## config.mk

```make
export PLATFORM = sky130hd
export DESIGN_NAME = sticky_cap_reg
export DESIGN_NICKNAME = d
export VERILOG_FILES = /design/src/rtl/sticky_cap_pkg.sv /design/src/rtl/sticky_cap_next.sv /design/src/rtl/sticky_cap_store.sv /design/src/rtl/sticky_cap_reg.sv
export SDC_FILE = /design/constraint.sdc
export NUM_CORES = 1
export LEC_CHECK = 0
export ABC_AREA = 1
export BUFFER_PORTS_ARGS = -buffer_cell sky130_fd_sc_hd__buf_2
export CORE_AREA = 2 2 39 41
export DETAILED_ROUTE_END_ITERATION = 12
export DIE_AREA = 0 0 41 43
export PLACE_DENSITY_LB_ADDON = 0.25
export REMOVE_ABC_BUFFERS = 1
export SLEW_MARGIN = 20
export SYNTH_ARGS = -nofsm -noshare
export SYNTH_HDL_FRONTEND = slang
export SYNTH_SLANG_ARGS = --single-unit
export TNS_END_PERCENT = 1
```

## constraint.sdc

```tcl
create_clock -name clk -period 3.55 [get_ports clk]
set_clock_uncertainty 0.15 [all_clocks]
set_input_delay 0.1775 -clock clk [delete_from_list [all_inputs] [get_ports clk]]
set_output_delay 0.1775 -clock clk [all_outputs]
set_load 0.005 [all_outputs]
```

## src/rtl/sticky_cap_pkg.sv

```systemverilog
package sticky_cap_pkg;

    localparam int DEFAULT_WIDTH = 8;

    // Source chosen for the next stored value
    typedef enum logic [1:0] {
        SRC_KEEP     = 2'd0,
        SRC_CAPTURE  = 2'd1,
        SRC_SOFTWARE = 2'd2
    } upd_src_e;

    // Software writes win; capture only when empty and input nonzero
    function automatic upd_src_e pick_source(
        input logic sw_write,
        input logic store_empty,
        input logic input_nonzero
    );
        if (sw_write)
            return SRC_SOFTWARE;
        else if (store_empty && input_nonzero)
            return SRC_CAPTURE;
        else
            return SRC_KEEP;
    endfunction

endpackage

```

## src/rtl/sticky_cap_next.sv

```systemverilog
module sticky_cap_next
    import sticky_cap_pkg::*;
#(
    parameter int WIDTH = DEFAULT_WIDTH
) (
    input  logic [WIDTH-1:0] cur_value,
    input  logic [WIDTH-1:0] hw_value,
    input  logic             wr_en,
    input  logic [WIDTH-1:0] wr_data,
    output logic [WIDTH-1:0] nxt_value,
    output upd_src_e         src
);

    logic store_empty;
    logic input_nonzero;

    assign store_empty   = (cur_value == '0);
    assign input_nonzero = (hw_value != '0);

    always_comb begin
        src = pick_source(wr_en, store_empty, input_nonzero);
        unique case (src)
            SRC_SOFTWARE: nxt_value = wr_data;
            SRC_CAPTURE:  nxt_value = hw_value;
            default:      nxt_value = cur_value;
        endcase
    end

endmodule

```

## src/rtl/sticky_cap_store.sv

```systemverilog
module sticky_cap_store
    import sticky_cap_pkg::*;
#(
    parameter int WIDTH = DEFAULT_WIDTH
) (
    input  logic             clk,
    input  logic             rst,
    input  upd_src_e         src,
    input  logic [WIDTH-1:0] nxt_value,
    output logic [WIDTH-1:0] value_q
);

    always_ff @(posedge clk) begin
        if (rst)
            value_q <= '0;
        else if (src != SRC_KEEP)
            value_q <= nxt_value;
    end

endmodule

```

## src/rtl/sticky_cap_reg.sv

```systemverilog
module sticky_cap_reg
    import sticky_cap_pkg::*;
#(
    parameter int WIDTH = DEFAULT_WIDTH
) (
    input  logic             clk,
    input  logic             rst,
    input  logic [WIDTH-1:0] hw_value,
    input  logic             wr_en,
    input  logic [WIDTH-1:0] wr_data,
    output logic [WIDTH-1:0] rd_data
);

    logic [WIDTH-1:0] value_q;
    logic [WIDTH-1:0] nxt_value;
    upd_src_e         src;

    sticky_cap_next #(.WIDTH(WIDTH)) u_next (
        .cur_value (value_q),
        .hw_value  (hw_value),
        .wr_en     (wr_en),
        .wr_data   (wr_data),
        .nxt_value (nxt_value),
        .src       (src)
    );

    sticky_cap_store #(.WIDTH(WIDTH)) u_store (
        .clk       (clk),
        .rst       (rst),
        .src       (src),
        .nxt_value (nxt_value),
        .value_q   (value_q)
    );

    assign rd_data = value_q;

endmodule

```

==> qor.csv <==
metric,value,unit
outcome,"finished, final reports clean",
I/O Pins,27,
sw power,76.6,uW
"Cell Area, Synth",527,sq um
WL/cell,10.1,um
Area growth syn-to-layout,30.4,%
maxcap violations,0,
layout cells sized above 1,0.349,
VDD IR max,0.217,mV
adder-cell share of the synthesized area,0,
Setup crit start,u_store.value_q[2],
Syn Inst Count,79,
"Avg Cell Area, Syn",6.67,sq um
Net Sw Frac,0.314,
crit path max fanout,9,
final WL,1230,um
Vias per Instance,4.90,
worst min-delay path class,in2reg,
Reg power frac,0.420,
via count,598,
slowest CP cell,dfxtp_1,
largest net degree at the start of global routing,17,
drt pass-1 iters,4,
first-pass GRT wire length,2020,um
gp weighted congestion,0.743,
flop-to-flop setup slack,2.19,ns
Critical Path End Type,register,
XOR/XNOR share of the synthesized area,0,
Power per Cell Area,355,nW/um^2
Die W,41,um
CTS root buf,clkbuf_4,
PortBufs,26,
Final Hold Fails,0,
Clock Path Buffers,2,
P_int,168,uW
Die ar.,1760,sq um
Synth Area in Simple Gates,0.546,
Num CTS Buffers,3,
drc violations,0,
number of buffers inserted by hold repair at cts,0,
post-synthesis mux area share,0,
synth warn,0,
"Distinct cells, synth",15,
biggest regs,u_store.value_q (8),
CTS HTree Levels,1,
Crit Path Class,reg2reg,
Clock Latency Late Sink,0.25,ns
post-synthesis compound-gate area fraction,0,
initial antenna violation count,0,
remaining antenna violation count,0,
Slew HR,0.847,
antenna diode count,0,
Tcrit/Tclk final,0.383,
"slowest stage delay, CP",0.32,ns
Yosys reg bits,8,
Top reg by flops,u_store.value_q,
vias in the first global route,505,
Max Clk Rate,736,MHz
pins over their slew limit,0,
"critical path, cell by cell",nor2_1 > nand2_2 > nor2_8 > nand2_4 > nand3_1 > nand3_1 > nand2_1 > inv_1,
setup tns final,0,ns
post-synthesis sequential area ratio,0.304,
crit path launch type,register,
"Setup Fix Bufs, Post-CTS",0,
DP Wirelength,944,um
"Reg clk slew, reported paths",0.05,ns
initial cell density of the core,0.381,
Comb pwr share,0.299,
RSZ-0062 raised after global routing,no,
remaining global-route overflow,0,
arrival time worst endpoint,1.36,ns
Core Region,1380,sq um
Static Leakage,0.000432,uW
clk sinks,8,
hold_sp,wr_data[6],
post-CTS sizing,0,
count of final setup violators,0,
Critical R2R Launch,u_store.value_q[2],
nets@finish,127,
max FFs per register,8,
Row Count,14,
gr usage total,0.169,
Fin Hold WS,0.0653,ns
Least-Margin Pin Slew,0.229,ns
largest family of logic cells by synthesized area,simple AND/OR/NAND/NOR gates,
fin crit period,1.36,ns
part of the power in the clock network,0.282,
"most used cell, CP",nand3_1,
CTS tree,yes,
"Req. time, crit path",3.55,ns
die height,43,um
Starting DRT DRC Count,15,
-- per-stage QoR --
step / util / cell area, sq um / worst slack, ns / power [uW] / cells
after global routing: 0.496 / 687 / 2.07 / 261 / 122
final: 0.496 / 687 / 2.19 / 244 / 122
after CTS: 0.496 / 687 / 2.19 / 247 / 122
after global placement: 0.480 / 664 / 2.22 / 176 / 119
after detailed placement: 0.480 / 664 / 2.22 / 177 / 119
after floorplan: - / 514 / 2.31 / 151 / 77
-- power by group through the flow --
stage	clock network [uW]	registers, uW	logic (uW)
2_1_floorplan	0	105	46.1
3_3_place_gp	0	104	71.5
3_5_place_dp	0	104	72.6
4_1_cts	71.8	102	73.1
5_1_grt	75.6	103	82.1
6_report	68.8	102	72.9
-- cell families (layout without fill, tap and decap cells) --
logic type | count (synthesis) | in the layout
flops | 8 | 8
buf+inv | 16 | 43
simple gates | 55 | 55
-- path summary, 6_finish.rpt --
kind         depth (start not counted)                  to
min reg2reg                          4  u_store.value_q[0]
max reg2reg                          8  u_store.value_q[1]
min                                  5  u_store.value_q[6]
max                                  8  u_store.value_q[1]
-- synthesized netlist by cell type (all sizes together) --
library cell | instances | area (sq um)
and2 | 1 | 6.26
buf | 2 | 12.5
bufinv | 1 | 17.5
dfxtp | 8 | 160
inv | 13 | 48.8
nand2 | 22 | 103
nand3 | 16 | 80.1
nand4 | 8 | 50.1
nor2 | 8 | 48.8
-- final cells by class --
type	count	area, sq um
multi-input combinational	55	288
fill	147	697
timing repair buffer	26	130
inverter	14	66.3
sequential	8	160
clock buffer	3	22.5
tap	16	20.0
-- per-layer routing --
metal | vias to the layer above | GRT usage | routed length [um]
li1 | 309 | - | -
met1 | 254 | 0.209 | 532
met2 | 31 | 0.256 | 543
met3 | 4 | 0.0942 | 140
met4 | 0 | 0.0200 | 16
met5 | - | 0 | 0
-- critical path: cells and delay by family, from the launching register on --
family        cells  cell delay [ns]
buf+inv           1             0.04
flops             1             0.32
simple gates      7             0.73
-- cell usage in the layout, fill, tap and decap left out --
master / Yosys / layout
and2_1: 1 / 1
buf_2: 1 / 26
bufinv_8: 1 / 1
clkbuf_4: 0 / 3
dfxtp_1: 8 / 8
inv_1: 12 / 12
inv_2: 1 / 1
nand2_1: 18 / 18
nand2_2: 2 / 2
nand2_4: 2 / 2
nand3_1: 16 / 16
nand4_1: 8 / 8
nor2_1: 6 / 6
nor2_2: 1 / 1
nor2_8: 1 / 1
Power figures use the tool's default switching activity.
